## config.mk

```make
export PLATFORM = sky130hd
export DESIGN_NAME = ldmerge_unit
export DESIGN_NICKNAME = d
export VERILOG_FILES = /design/src/rtl/lxm_pkg.sv /design/src/rtl/lxm_decode.sv /design/src/rtl/lxm_extract.sv /design/src/rtl/lxm_merge.sv /design/src/rtl/ldmerge_unit.sv
export SDC_FILE = /design/constraint.sdc
export NUM_CORES = 1
export LEC_CHECK = 0
export ABC_AREA = 1
export BUFFER_PORTS_ARGS = -buffer_cell sky130_fd_sc_hd__buf_2
export CORE_MARGIN = 2
export CORE_UTILIZATION = 40
export CTS_CLUSTER_SIZE = 30
export DETAILED_ROUTE_END_ITERATION = 7
export GPL_ROUTABILITY_DRIVEN = 0
export GPL_TIMING_DRIVEN = 0
export PLACE_DENSITY = 0.69
export SKIP_LAST_GASP = 1
export SLEW_MARGIN = 20
export SYNTH_ARGS = -nofsm -noshare
export SYNTH_HDL_FRONTEND = slang
export SYNTH_SLANG_ARGS = --single-unit
```

## constraint.sdc

```tcl
create_clock -name clk -period 0.8 [get_ports clk]
set_clock_uncertainty 0.15 [all_clocks]
set_input_delay 0.04 -clock clk [delete_from_list [all_inputs] [get_ports clk]]
set_output_delay 0.04 -clock clk [all_outputs]
set_load 0.02 [all_outputs]
```

## src/rtl/lxm_pkg.sv

```systemverilog
`timescale 1ns/1ps
package lxm_pkg;

   typedef enum logic [1:0] {
      SZ_B = 2'd0,
      SZ_H = 2'd1,
      SZ_W = 2'd2,
      SZ_L = 2'd3
   } size_e;

   typedef enum logic [1:0] {
      MD_SIGN = 2'd0,
      MD_ZERO = 2'd1,
      MD_INS  = 2'd2
   } mode_e;

   typedef struct packed {
      logic  legal;
      logic  fp;
      logic  store;
      size_e size;
      mode_e mode;
   } dec_t;

endpackage

```

## src/rtl/lxm_decode.sv

```systemverilog
`timescale 1ns/1ps
module lxm_decode
   import lxm_pkg::*;
#(
   parameter int OPC_W = 5
) (
   input  logic [OPC_W-1:0] opc,
   output dec_t             dec
);

   if (OPC_W != 5) begin : g_bad_opc
      $error("lxm_decode: OPC_W must be 5");
   end

   always_comb begin
      dec       = '0;
      dec.size  = SZ_B;
      dec.mode  = MD_SIGN;
      case (opc[4:3])
         2'b01: begin
            dec.legal = 1'b1;
            if (opc[2]) dec.size = SZ_H;
            else        dec.size = SZ_B;
         end
         2'b11: begin
            if (!opc[2]) begin
               dec.legal = 1'b1;
               dec.size  = SZ_W;
            end else if (!opc[1]) begin
               dec.legal = 1'b1;
               dec.size  = SZ_L;
            end
         end
         default: begin
            if (opc[2]) begin
               dec.legal = 1'b1;
               dec.fp    = 1'b1;
               dec.size  = SZ_L;
            end
         end
      endcase

      if (dec.legal && dec.fp) begin
         dec.store = opc[0];
      end else if (dec.legal) begin
         dec.store = (opc[1:0] == 2'b01);
         case (opc[1:0])
            2'b10:   dec.mode = MD_INS;
            2'b11:   dec.mode = MD_ZERO;
            default: dec.mode = MD_SIGN;
         endcase
      end
   end

endmodule

```

## src/rtl/lxm_extract.sv

```systemverilog
`timescale 1ns/1ps
module lxm_extract
   import lxm_pkg::*;
#(
   parameter int DATA_W = 64,
   localparam int LANES = DATA_W / 8,
   localparam int OFF_W = $clog2(LANES)
) (
   input  logic [DATA_W-1:0] mem,
   input  logic [OFF_W-1:0]  off,
   input  size_e             size,
   output logic [DATA_W-1:0] shifted,
   output logic              misal
);

   logic [OFF_W-1:0] amask;

   always_comb begin
      shifted = mem >> {off, 3'b000};
      case (size)
         SZ_B:    amask = '0;
         SZ_H:    amask = OFF_W'(1);
         SZ_W:    amask = OFF_W'(3);
         default: amask = OFF_W'(7);
      endcase
      misal = |(off & amask);
   end

endmodule

```

## src/rtl/lxm_merge.sv

```systemverilog
`timescale 1ns/1ps
module lxm_merge
   import lxm_pkg::*;
#(
   parameter int DATA_W = 64,
   localparam int LANES = DATA_W / 8
) (
   input  logic [DATA_W-1:0] field,
   input  logic [DATA_W-1:0] old,
   input  size_e             size,
   input  mode_e             mode,
   output logic [DATA_W-1:0] result
);

   logic [LANES-1:0] keep;
   logic             sgn;

   always_comb begin
      for (int i = 0; i < LANES; i++) begin
         keep[i] = (i < (1 << int'(size)));
      end
      case (size)
         SZ_B:    sgn = field[7];
         SZ_H:    sgn = field[15];
         SZ_W:    sgn = field[31];
         default: sgn = field[DATA_W-1];
      endcase
   end

   for (genvar g = 0; g < LANES; g++) begin : g_lane
      logic [7:0] fill;
      always_comb begin
         case (mode)
            MD_INS:  fill = old[8*g +: 8];
            MD_ZERO: fill = 8'h00;
            default: fill = {8{sgn}};
         endcase
      end
      assign result[8*g +: 8] = keep[g] ? field[8*g +: 8] : fill;
   end

   always_comb begin
      if (mode == MD_ZERO && size == SZ_B) begin
         p_zero_byte_r3: assert (result[DATA_W-1:8] == '0);
      end
      if (mode == MD_INS && size == SZ_H) begin
         p_ins_half_r4: assert (result[DATA_W-1:16] == old[DATA_W-1:16]);
      end
      if (mode == MD_SIGN && size == SZ_W) begin
         p_sign_word_r2: assert (result[DATA_W-1:32] == {(DATA_W-32){field[31]}});
      end
   end

endmodule

```

## src/rtl/ldmerge_unit.sv

```systemverilog
`timescale 1ns/1ps
module ldmerge_unit
   import lxm_pkg::*;
#(
   parameter int DATA_W       = 64,
   parameter int OPC_W        = 5,
   parameter bit REGISTER_OUT = 1'b1,
   localparam int OFF_W = $clog2(DATA_W / 8)
) (
   input  logic              clk,
   input  logic              rst_n,
   input  logic              in_valid,
   input  logic [OPC_W-1:0]  opcode,
   input  logic [OFF_W-1:0]  mem_off,
   input  logic [DATA_W-1:0] mem_word,
   input  logic [DATA_W-1:0] old_reg,
   output logic              out_valid,
   output logic [DATA_W-1:0] result,
   output logic              reg_we,
   output logic              is_store,
   output logic              misalign,
   output logic              illegal
);

   if (DATA_W != 64) begin : g_bad_width
      $error("ldmerge_unit: DATA_W must be 64");
   end

   dec_t              dec;
   logic [DATA_W-1:0] shifted;
   logic [DATA_W-1:0] merged;
   logic              misal;

   lxm_decode #(.OPC_W(OPC_W)) u_dec (
      .opc (opcode),
      .dec (dec)
   );

   lxm_extract #(.DATA_W(DATA_W)) u_ext (
      .mem     (mem_word),
      .off     (mem_off),
      .size    (dec.size),
      .shifted (shifted),
      .misal   (misal)
   );

   lxm_merge #(.DATA_W(DATA_W)) u_mrg (
      .field  (shifted),
      .old    (old_reg),
      .size   (dec.size),
      .mode   (dec.mode),
      .result (merged)
   );

   logic              bad_align;
   logic              n_we;
   logic              n_store;
   logic              n_mis;
   logic              n_ill;
   logic [DATA_W-1:0] n_res;

   always_comb begin
      bad_align = dec.legal && !dec.fp && misal;
      n_we      = in_valid && dec.legal && !dec.store && !bad_align;
      n_store   = in_valid && dec.legal && dec.store;
      n_mis     = in_valid && bad_align;
      n_ill     = in_valid && !dec.legal;
      if (!n_we)       n_res = old_reg;
      else if (dec.fp) n_res = mem_word;
      else             n_res = merged;
   end

   if (REGISTER_OUT) begin : g_reg
      always_ff @(posedge clk or negedge rst_n) begin
         if (!rst_n) begin
            out_valid <= 1'b0;
            result    <= '0;
            reg_we    <= 1'b0;
            is_store  <= 1'b0;
            misalign  <= 1'b0;
            illegal   <= 1'b0;
         end else begin
            out_valid <= in_valid;
            result    <= n_res;
            reg_we    <= n_we;
            is_store  <= n_store;
            misalign  <= n_mis;
            illegal   <= n_ill;
         end
      end

      p_latency_r9: assert property (@(posedge clk) disable iff (!rst_n)
         in_valid |=> out_valid);
   end else begin : g_comb
      assign out_valid = in_valid;
      assign result    = n_res;
      assign reg_we    = n_we;
      assign is_store  = n_store;
      assign misalign  = n_mis;
      assign illegal   = n_ill;
   end

   p_we_vs_store_r5: assert property (@(posedge clk) disable iff (!rst_n)
      !(reg_we && is_store));

   p_mis_nowrite_r7: assert property (@(posedge clk) disable iff (!rst_n)
      misalign |-> !reg_we);

   p_ill_quiet_r8: assert property (@(posedge clk) disable iff (!rst_n)
      illegal |-> (!reg_we && !is_store && !misalign));

   p_idle_quiet_r9: assert property (@(posedge clk) disable iff (!rst_n)
      !out_valid |-> (!reg_we && !is_store && !misalign && !illegal));

   p_flags_onehot_r8: assert property (@(posedge clk) disable iff (!rst_n)
      $onehot0({illegal, reg_we, is_store}));

endmodule

```

* Word-level counts from Yosys, hierarchy flattened
Index checks and enable logic that the tools add are counted.
** Word-level totals
- Bits of input ports :: 139
- Word-level logic and storage cells :: 76
- Register bits :: 69
- Output and inout port bits :: 69
** Cells by class
- Reductions and logical operators :: 16
- Multiplexer cells :: 34
- Shifts and indexed selects :: 2
- $lt $le $gt $ge :: 8
- Bitwise logic cells :: 1
- Equal/unequal tests :: 9
** Operator list (count)
- < comparator 4 x 32 -> 1 bit (first input constant) :: 4
- two-way mux 64 bit :: 2
- one-hot mux 8 bit (2 select lines) :: 8
- < comparator 3 x 32 -> 1 bit (first input constant) :: 2
- two-way mux 8 bit :: 8
- right shift 64 x 6 -> 64 bit :: 1
- < comparator 1 x 32 -> 1 bit (first input constant) :: 1
- < comparator 2 x 32 -> 1 bit (first input constant) :: 1
- left shift 1 x 2 -> 32 bit (first input constant) :: 1
- equality test 2 bit (second input constant) :: 5
- two-way mux 2 bit :: 5
- logical AND 1 bit :: 9
- one-hot mux 3 bit (3 select lines) :: 1
- equality test 2 x 1 -> 1 bit (second input constant) :: 4
- one-hot mux 2 bit (2 select lines) :: 2
- two-way mux 1 bit :: 6
- zero test 1 bit :: 4
- bitwise AND 3 bit :: 1
- one-hot mux 1 bit (3 select lines) :: 1
- OR reduction 3 bit :: 1
- zero test 2 bit :: 1
- one-hot mux 1 bit (2 select lines) :: 1
- OR reduction 2 bit :: 1

* Logic depth before layout (Yosys ltp)
Gate-level depths: netlist of run 1.
- Word-level depth :: 11
- Mapped depth :: 18

* Cells and area by module
From an unflattened synthesis of run 1, not the netlist that was laid out.
** Unflattened totals
- Cells, all modules :: 1174
- Area total of the unflattened synthesis :: 6862.8 um^2
** By module, submodules not included
- ldmerge_unit :: area an instance 3514.6 um^2, times used 1, cells each 499, seq. area each 1726.7 um^2
- lxm_extract :: area an instance 2000.7 um^2, times used 1, cells each 439, seq. area each 0.0 um^2
- lxm_merge :: area an instance 1256.2 um^2, times used 1, cells each 216, seq. area each 0.0 um^2
- lxm_decode :: area an instance 91.3 um^2, times used 1, cells each 20, seq. area each 0.0 um^2

* Least setup slack after synthesis of run 1
Ideal clock, no wire load.
- Kind :: input -> register
- Start :: in opcode[2]
- End :: reg result[53]
- Slack :: -1.642 ns
- Library setup time :: 0.065 ns
- Path buffers :: 4
- Cell stages on the path :: 16
- Data arrival time :: 2.227 ns
- Cells stage by stage :: inv_1 > nor2_2 > inv_2 > clkbuf_1 > buf_1 > nand4_1 > ha_1 > nor2_1 > clkbuf_1 > clkbuf_1 > nand2_1 > nand2_1 > nand2_1 > nand2_1 > nand2_1 > nand2_1
** Between the ends
- Word-level cells in the longest chain between the ends :: 10
- Elaborated cells between the ends (all ways) :: 35
- Those cells by class :: order compare: 1; eq/ne: 4; shift: 1; mux: 17; bitwise: 1; reduce/logical: 11
** RTL lines
- start, declared :: RTL line ldmerge_unit.sv:13 : input logic [OPC_W-1:0] opcode,
- parallel branches: the longest is 9 deep, another holds < comparator 4 x 32 -> 1 bit
- two-way mux 64 bit * :: RTL line ldmerge_unit.sv:68 : if (!n_we) n_res = old_reg;
- named net n_res[53] :: RTL line ldmerge_unit.sv:60 : logic [DATA_W-1:0] n_res;
- end signal, assigned :: RTL line ldmerge_unit.sv:84 : result <= n_res;
- end, declared :: RTL line ldmerge_unit.sv:18 : output logic [DATA_W-1:0] result,
Mark *: on every way through the listed nets, which the timed path passes.

* Worst setup path in the final report of run 1
- Start :: in opcode[2]
- End :: reg result[29]
** Between the ends
- Word-level cells in the longest chain between the ends :: 10
- Elaborated cells between the ends (all ways) :: 35
- Those cells by class :: order compare: 1; eq/ne: 4; shift: 1; mux: 17; bitwise: 1; reduce/logical: 11
** RTL lines (RTL line)
- parallel branches: the longest is 9 deep, another holds < comparator 3 x 32 -> 1 bit
- two-way mux 64 bit * :: ldmerge_unit.sv:68
- named net n_res[29] :: ldmerge_unit.sv:60
Marked as above.

==> results of run 1 <==
## final timing paths
kind	startpoint	endpoint	slack (ns)	cells past startpoint
max	opcode[2]	result[29]	-0.99	19
min	rst_n	result[19]	-0.52	1
max in group asynchronous	rst_n	result[50]	0.47	2
min in group clk	old_reg[25]	result[25]	-0.18	3
## per-stage QoR
| stage | setup slack [ns] | total power [mW] | area [um^2] | hold slack, ns |
|---|---|---|---|---|
| finish | -0.987 | 13.3 | 9550 | -0.518 |
| global route | -1.04 | 13.9 | 9550 | -0.480 |
| CTS | -0.982 | 12.9 | 9270 | -0.501 |
| detailed placement | -1.81 | 8.26 | 7450 | -0.129 |
| global placement | -1.80 | 8.22 | 7420 | 0.0289 |
| floorplan | -1.06 | 6.63 | 6160 | -0.406 |
## state kept, by name, indices dropped and copies added, names as in the netlist
name	flops
result	64
is_store	1
reg_we	1
out_valid	1
misalign	1
illegal	1
## repair_timing
| action | CTS | global route |
|---|---|---|
| gates resized for setup | 215 | 66 |
| endpoints found under the setup margin | 135 | 135 |
| hold endpoints to repair | 137 | 92 |
| gates cloned | 4 | 2 |
| buffers inserted | 18 | 5 |
| pin swaps | 14 | 36 |
## cell families after synthesis
group                    count (synthesis)  share of synthesized area (%)
AO/OA/AOI/OAI                          189                           17.9
adder cells (fa/ha/maj)                  1                          0.209
buffers and inverters                  123                           9.27
flip-flops                              69                           28.9
multiplexers                             2                          0.335
AND/OR/NAND/NOR                        664                           43.4
## synth_stat cells (all sizes together)
master  count  area share, %
or2         7           0.73
a21oi      55            4.8
mux2i       2           0.33
o21ai      79            6.6
buf        41            4.1
nand2     491             31
inv        43            2.7
a41oi       1           0.15
ha          1           0.21
nand4       2           0.21
o21a        1           0.13
clkinv      2           0.13
o311ai      3           0.44
a22oi       4           0.50
o22ai       8           0.84
nor2      116            7.4
a31oi      16            1.7
dfrtp      69             29
o31ai       6           0.75
clkbuf     37            2.3
nand3      41            3.5
nor3        2           0.17
o211ai     16            2.0
and2        4           0.42
and3        1           0.10
## power by group through the flow
stage	registers [mW]	logic (mW)	clock network, mW
floorplan	4.45	2.18	0
global placement	3.97	4.25	0
detailed placement	3.97	4.29	0
CTS	4.00	5.22	3.69
global route	4.03	6.02	3.85
finish	4.01	5.64	3.65
## layer usage
layer	global-route usage, %	share of wire, %
met4	16.2	4.9
met5	0	0
met3	8.24	12
met1	42.8	38
met2	53.6	45
## final cells by class
cell class	instances	share of cell area (%)
multi-input combinational	856	41.9
timing repair buffer	306	26.3
sequential	69	18.1
buffer	77	6.43
clock buffer	13	2.62
tap	184	2.41
inverter	45	2.10
clock inverter	2	0.105
antenna	1	0.0262
==> results.yml, run 1 <==
outcome:
  status: "finished, violations left"
  violations: "negative hold slack, negative setup slack"
power:
  p_sw_share_pct: 36.8
  power_frac_clock_pct: 27.4
  p_leak_nw: 5.03
  internal_power_mw: 8.40
  ir_drop_mv: 1.03
  p_comb_share_pct: 42.4
  power_switching_mw: 4.89
  cellPowerDensity_nw_per_um2: 1390
  p_seq_share_pct: 30.1
sta:
  finalSetupViolations: 135
  slew-limit-headroom_pct: 52.3
  finalCritPeriodShare_pct: 223
  period_needed_ns: 1.79
  worst_slew_pin_slew_ns: 0.715
  whs_ns: -0.518
  finalHoldViolations: 105
  fin_tns_setup_ns: -73.06
  rsz0062_at_grt: "true"
  fmax_mhz: 559
  drv_slew: 0
  fin_ws_ns: -0.987
die:
  coreArea_um2: 14600
  design.die.area_um2: 15900
  initial_core_util_pct: 41.0
  ios: 208
  die-width_um: 126
  placementRows: 44
  die_h_um: 126
setup_path:
  crit_type: "input port to flop"
  crit_family: "buffers and inverters"
  slowest_delay_ns: 0.25
  path_cells: "buf_12, inv_12, nor2_4, inv_4, buf_8, buf_8, nand3_4, nor2_4, ha_4, nor2_4, clkbuf_16, buf_6, buf_6, a21oi_2, nand2_1, nand2_1, nand2_1, nand2_1, nand2_1"
  endpoint_kind: "flop"
  cp_max_fo: 6
  required_ns: 0.94
  worstSetupStartpointType: "input port"
  worst_path_most_repeated_cell: "nand2_1"
  crit_buf_inv: 8
  arrival_ns: 1.92
  cp_slowest_cell: "ha_4"
yosys:
  netlist_area_um2: 5980
  synth_cell_types: 34
  syn_nets: 1188
  ys.warnings.count: 0
  netlist_instances: 1048
  ys_ff_latch: 69
  yosysSeqAreaShare_pct: 28.9
  synth_area_per_cell_um2: 5.71
clock_network:
  path_clk_slew_ns: 0.05
  cts-root-buf: "clkbuf_16"
  cts_max_path_buffers: 2
  tritoncts: "built"
  htree_num_levels: 3
  ctsHoldBuffers: 70
  clkSinkCount: 69
  cts_inserted_buffers: 9
routing:
  wirelength_um: 27800
  drt-pass1-iter-count: 8
  avgViaCountPerCell: 5.54
  drc_errors: 0
  vias: 8606
  routedWlPerCell_um: 17.9
  drt_iter0_drc: 1150
  ant_nets: 0
layout:
  fin_cells: 1553
  nets: 1504
  fill_cells: 1298
  drive_gt1_share_pct: 28.4
  multi_input_area_um2: 4000
  regArea_um2: 1730
  utilization_pct: 65.4
  most-common-layout-cells: "nand2_1, buf_2, nor2_1, buf_6, dlygate4sd3_1"
  area_delta_synth_final_pct: 59.7
  layout_commonest_cell: "nand2_1"
global_routing:
  grt_pass1_wl_um: 41700
  overflow: 0
  globalRouteTotalUtil_pct: 33.6
  grt_max_degree: 39
  antenna_found_initial: 1
  first_global_vias: 8072
place:
  place_inst: 1439
  io_buffers: 206
  dp_hpwl_um: 19600
flow_run:
  maxCapViolations: 0
worst_hold_path:
  hp-class: "input port to async pin"
Power figures use the tool's default switching activity.
==> inputs of run 2 (changes only) <==
--- a/config.mk
+++ b/config.mk
@@ -14,6 +14,7 @@
 export GPL_ROUTABILITY_DRIVEN = 0
 export GPL_TIMING_DRIVEN = 0
 export PLACE_DENSITY = 0.69
+export RECOVER_POWER = 100
 export SKIP_LAST_GASP = 1
 export SLEW_MARGIN = 20
 export SYNTH_ARGS = -nofsm -noshare
==> run 2 against run 1 <==
Net effect: global-route usage stayed put; the flow still finishes with violations (negative hold slack, negative setup slack); largest cell class unchanged; sequential share of layout area hardly changed; flip-flop and latch count stayed put; cell count stayed put; highest routed layer unchanged; maximum frequency hardly changed; largest power group unchanged; combinational power hardly changed.
==> results.yml, run 2 (same netlist as run 1, synthesis figures left out) <==
die:
  die_h_um: 126
  coreArea_um2: 14600
  initial_core_util_pct: 41.0
  placementRows: 44
  ios: 208
  design.die.area_um2: 15900
  die-width_um: 126
clock_network:
  cts-root-buf: "clkbuf_16"
  ctsHoldBuffers: 70
  tritoncts: "built"
  htree_num_levels: 3
  cts_inserted_buffers: 9
  path_clk_slew_ns: 0.05
  clkSinkCount: 69
  cts_max_path_buffers: 2
setup_path:
  required_ns: 0.94
  worstSetupStartpointType: "input port"
  cp_slowest_cell: "ha_4"
  endpoint_kind: "flop"
  crit_type: "input port to flop"
  worst_path_most_repeated_cell: "nand2_1"
  crit_buf_inv: 8
  cp_max_fo: 6
  path_cells: "buf_12, inv_12, nor2_4, inv_4, buf_8, buf_8, nand3_4, nor2_4, ha_4, nor2_4, clkbuf_16, buf_6, buf_6, a21oi_2, nand2_1, nand2_1, nand2_1, nand2_1, nand2_1"
  slowest_delay_ns: 0.25
  crit_family: "buffers and inverters"
  path_depth: 19
  arrival_ns: 1.92
sta:
  drv_slew: 0
  slew-limit-headroom_pct: 42.2
  finalCritPeriodShare_pct: 223
  whs_ns: -0.355
  finalSetupViolations: 135
  finalHoldViolations: 67
  period_needed_ns: 1.79
  fin_tns_setup_ns: -73.06
  worst_slew_pin_slew_ns: 0.867
  rsz0062_at_grt: "true"
  fin_ws_ns: -0.987
  fmax_mhz: 559
power:
  internal_power_mw: 8.40
  p_seq_share_pct: 30.2
  power_frac_clock_pct: 27.5
  ir_drop_mv: 1.03
  p_leak_nw: 5.02
  p_sw_share_pct: 36.8
  power_switching_mw: 4.89
  p_comb_share_pct: 42.4
  cellPowerDensity_nw_per_um2: 1390
  finalPower_mw: 13.3
outcome:
  violations: "negative hold slack, negative setup slack"
  status: "finished, violations left"
routing:
  routedWlPerCell_um: 17.9
  drt_iter0_drc: 1150
  avgViaCountPerCell: 5.54
  drt-pass1-iter-count: 8
  wirelength_um: 27800
  drc_errors: 0
  vias: 8606
  ant_nets: 0
layout:
  largest_register_ff_count: 64
  max_flop_register: "result"
  nets: 1504
  utilization_pct: 65.4
  area_delta_synth_final_pct: 59.6
  drive_gt1_share_pct: 28.4
  most-common-layout-cells: "nand2_1, buf_2, nor2_1, buf_6, dlygate4sd3_1"
  layout_commonest_cell: "nand2_1"
worst_hold_path:
  hp-class: "input port to async pin"
global_routing:
  grt_pass1_wl_um: 41700
  first_global_vias: 8072
  grt_max_degree: 39
  overflow: 0
  globalRouteTotalUtil_pct: 33.6
  antenna_found_initial: 1
place:
  dp_hpwl_um: 19600
  io_buffers: 206
  place_ws_ns: -1.81
flow_run:
  maxCapViolations: 0
-- run 2: per-layer routing --
| metal | GRT usage, % | routed length [um] | vias to the layer above |
|---|---|---|---|
| li1 | - | - | 3999 |
| met3 | 8.24 | 3310 | 119 |
| met5 | 0 | 0 | - |
| met4 | 16.2 | 1370 | 0 |
| met1 | 42.8 | 10500 | 3892 |
| met2 | 53.6 | 12500 | 596 |
-- run 2: stage by stage --
stage | std cells | area, um^2
6_report | 1553 | 9550
5_1_grt | 1553 | 9550
4_1_cts | 1546 | 9270
3_5_place_dp | 1439 | 7450
3_3_place_gp | 1438 | 7420
2_1_floorplan | 1048 | 6160
-- run 2: final cells by class --
| type | instances | area (um^2) |
|---|---|---|
| multi-input cells | 856 | 4000 |
| diodes | 1 | 2.50 |
| well taps | 184 | 230 |
| repair buffers | 306 | 2510 |
| plain buffers | 77 | 614 |
| clock inverters | 2 | 10.0 |
| flip-flops and latches | 69 | 1730 |
| clock buffers | 13 | 250 |
| inverters | 45 | 200 |
| fillers | 1297 | 5040 |
-- run 2: power by group through the flow --
stage          Sequential (mW)  Clock, mW  Combinational [mW]
2_1_floorplan             4.45          0                2.18
3_3_place_gp              3.97          0                4.25
3_5_place_dp              3.97          0                4.29
4_1_cts                   4.00       3.69                5.22
5_1_grt                   4.03       3.85                6.02
6_report                  4.01       3.65                5.63
-- run 2: what timing repair did --
| item | 4_1_cts | 5_1_grt |
|---|---|---|
| hold endpoints to repair | 137 | 92 |
| pin swaps | 14 | 36 |
| gates resized for setup | 215 | 66 |
| setup endpoints to repair | 135 | 135 |
| gates cloned | 4 | 2 |
| buffers inserted | 18 | 5 |
-- run 2: final timing paths --
| kind | slack [ns] | end | startpoint |
|---|---|---|---|
| setup / recovery | -0.99 | result[29] | opcode[2] |
| hold / removal | -0.36 | result[19] | rst_n |
| max in group asynchronous | 0.17 | result[50] | rst_n |
| min in group clk | -0.18 | result[25] | old_reg[25] |
==> inputs of run 3 (changes only) <==
--- a/config.mk
+++ b/config.mk
@@ -13,10 +13,10 @@
 export DETAILED_ROUTE_END_ITERATION = 7
 export GPL_ROUTABILITY_DRIVEN = 0
 export GPL_TIMING_DRIVEN = 0
-export PLACE_DENSITY = 0.69
 export RECOVER_POWER = 100
 export SKIP_LAST_GASP = 1
 export SLEW_MARGIN = 20
 export SYNTH_ARGS = -nofsm -noshare
 export SYNTH_HDL_FRONTEND = slang
+export SYNTH_HIERARCHICAL = 1
 export SYNTH_SLANG_ARGS = --single-unit
==> constraint.sdc (replaced) <==
create_clock -name clk -period 2.3 [get_ports clk]
set_clock_uncertainty 0.15 [all_clocks]
set_input_delay 0.115 -clock clk [delete_from_list [all_inputs] [get_ports clk]]
set_output_delay 0.115 -clock clk [all_outputs]
set_load 0.02 [all_outputs]
==> run 3 against run 2 <==
Net effect: the flow finishes with violations (negative hold slack); critical endpoint is now result[3]; critical path depth shrank 10; first-iteration DRC count decreased by 24%; die area up 14%; utilization down 10 points; synthesized cell count rose by 12%; worst setup slack better by 1.1 ns; count of clock-buffer cells in the layout down 1; global-route usage down 3.2 points; critical path type unchanged; largest power group unchanged; flip-flop and latch count did not move; combinational power decreased by 65%; wire length up 2.8%; hold slack better by 0.35 ns; largest cell class unchanged.
==> results.yml, run 3 <==
sta:
  fmax_mhz: 463
  fin_tns_setup_ns: 0
  finalCritPeriodShare_pct: 94.0
  finalSetupViolations: 0
  worst_slew_pin_slew_ns: 0.837
  drv_slew: 0
  period_needed_ns: 2.16
  whs_ns: -0.00848
  finalHoldViolations: 1
  slew-limit-headroom_pct: 44.2
  rsz0062_at_grt: "false"
setup_path:
  crit_buf_inv: 5
  endpoint_kind: "flop"
  arrival_ns: 2.24
  cp_max_fo: 10
  path_cells: "clkbuf_1, dlygate4sd3_1, a21oi_1, nor2_2, clkbuf_4, buf_4, nand3_1, nand2_1, dlygate4sd3_1"
  worst_path_most_repeated_cell: "dlygate4sd3_1"
  cp_slowest_cell: "dlygate4sd3_1"
  crit_family: "buffers and inverters"
  required_ns: 2.38
  slowest_delay_ns: 0.57
  crit_type: "input port to flop"
  worstSetupStartpointType: "input port"
routing:
  vias: 8953
  wirelength_um: 28600
  routedWlPerCell_um: 16.8
  avgViaCountPerCell: 5.25
  drt_iter0_drc: 879
  ant_nets: 0
  drt-pass1-iter-count: 6
  drc_errors: 0
layout:
  area_delta_synth_final_pct: 34.2
  most-common-layout-cells: "nand2_1, nand3_1, buf_2, clkbuf_1, dlygate4sd3_1"
  max_flop_register: "result"
  diodes: 0
  drive_gt1_share_pct: 18.0
  largest_register_ff_count: 64
  layout_commonest_cell: "nand2_1"
  nets: 1619
power:
  cellPowerDensity_nw_per_um2: 518
  p_leak_nw: 4.96
  finalPower_mw: 4.77
  ir_drop_mv: 0.350
place:
  io_buffers: 205
  dp_hpwl_um: 21800
die:
  coreArea_um2: 16700
  placementRows: 47
  die_h_um: 135
  die-width_um: 135
  design.die.area_um2: 18200
  initial_core_util_pct: 41.1
  ios: 208
yosys:
  yosysSeqAreaShare_pct: 25.2
  netlist_instances: 1174
  netlist_area_um2: 6860
  synth_edf_count: 0
  ys_ff_latch: 69
  syn_nets: 1314
  yosysTopAreaCell: "nand2_1"
  synth_area_leaders: "nand2_1, dfrtp_1, nand3_1"
  synthArstFlopShare_pct: 100
  ys.flop_type: "dfrtp_1"
  ys.warnings.count: 6
  synth_cell_types: 27
  synthTopCellsByCount: "nand2_1, nand3_1, nor2_1, a21oi_1, dfrtp_1"
  synth_top_cell_area_share_pct: 29.3
  synth_area_per_cell_um2: 5.85
  yosysMostFrequentCell: "nand2_1"
global_routing:
  globalRouteTotalUtil_pct: 30.5
  first_global_vias: 8023
  grt_max_degree: 40
  antenna_found_initial: 0
  overflow: 0
  grt_pass1_wl_um: 42500
clock_network:
  cts_inserted_buffers: 9
  htree_num_levels: 3
  path_clk_slew_ns: 0.06
  clkSinkCount: 69
  cts-root-buf: "clkbuf_16"
  cts_max_path_buffers: 2
  post_cts_buffers: 0
  tritoncts: "built"
outcome:
  status: "finished, violations left"
  violations: "negative hold slack"
flow_run:
  maxCapViolations: 0
worst_hold_path:
  hp-class: "input port to flop"
## run 3: cell count changes in the layout (fill, tap and decap cells not counted), sizes merged, moves of 18 or more
| cell | delta |
|---|---|
| clkbuf | +56 |
| nand3 | +178 |
| nand2 | +47 |
| dlygate4sd3 | +18 |
| o21ai | -74 |
| buf | -63 |
| nor2 | -28 |
| a21oi | +59 |
## run 3: worst paths after layout
kind | slack (ns) | cells past startpoint | to | start
setup / recovery | 0.14 | 9 | result[3] | opcode[1]
hold / removal | -0.008 | 5 | result[51] | mem_word[51]
max in group asynchronous | 0.44 | 3 | result[13] | rst_n
min in group asynchronous | 0.24 | 2 | result[39] | rst_n
## run 3: layer usage
layer  part of all wire (%)  global-route usage, %
met4                    3.8                   13.6
met5                      0                      0
met2                     44                   49.3
met3                    9.0                   3.42
met1                     43                   41.0
## run 3: stage by stage
step	cell area (um^2)	utilization [%]	instances	setup slack (ns)
floorplan	6860	-	1174	0.306
global placement	8160	48.9	1599	-0.286
detailed placement	8190	49.0	1600	-0.305
CTS	9360	56.1	1704	0.0564
global route	9210	55.2	1704	0.00648
finish	9210	55.2	1704	0.139
## run 3: cells by family after synthesis
family                   count (synthesis)  synth area share [%]
buffers and inverters                  133                  11.0
AO/OA/AOI/OAI                          120                  12.1
adder cells (fa/ha/maj)                  1                 0.182
flip-flops                              69                  25.2
AND/OR/NAND/NOR                        851                  51.5
## run 3: repair_timing
item / CTS / global route
setup endpoints to repair: 0 / 40
hold buffers: 88 / 0
gates resized for setup: 0 / 8
endpoints found under the hold margin: 137 / 0
## run 3: worst min-delay path, delay by kind of cell
kind / cells / cell delay [ns]
buffers and inverters: 1 / 0.11
and+or+nand+nor: 4 / 0.22
## run 3: cell type report
cell class,instances,area [um^2]
plain buffers,101,643
clock buffers,12,246
clock inverters,4,47.5
fillers,1795,7490
inverters,32,120
multi-input cells,972,4330
flip-flops and latches,69,1730
well taps,220,275
repair buffers,294,1820
## run 3: power by group
part | switching [mW] | internal, mW | total (mW)
sequential | 0.0313 | 1.34 | 1.37
combinational | 1.26 | 0.722 | 1.99
clock | 0.547 | 0.866 | 1.41
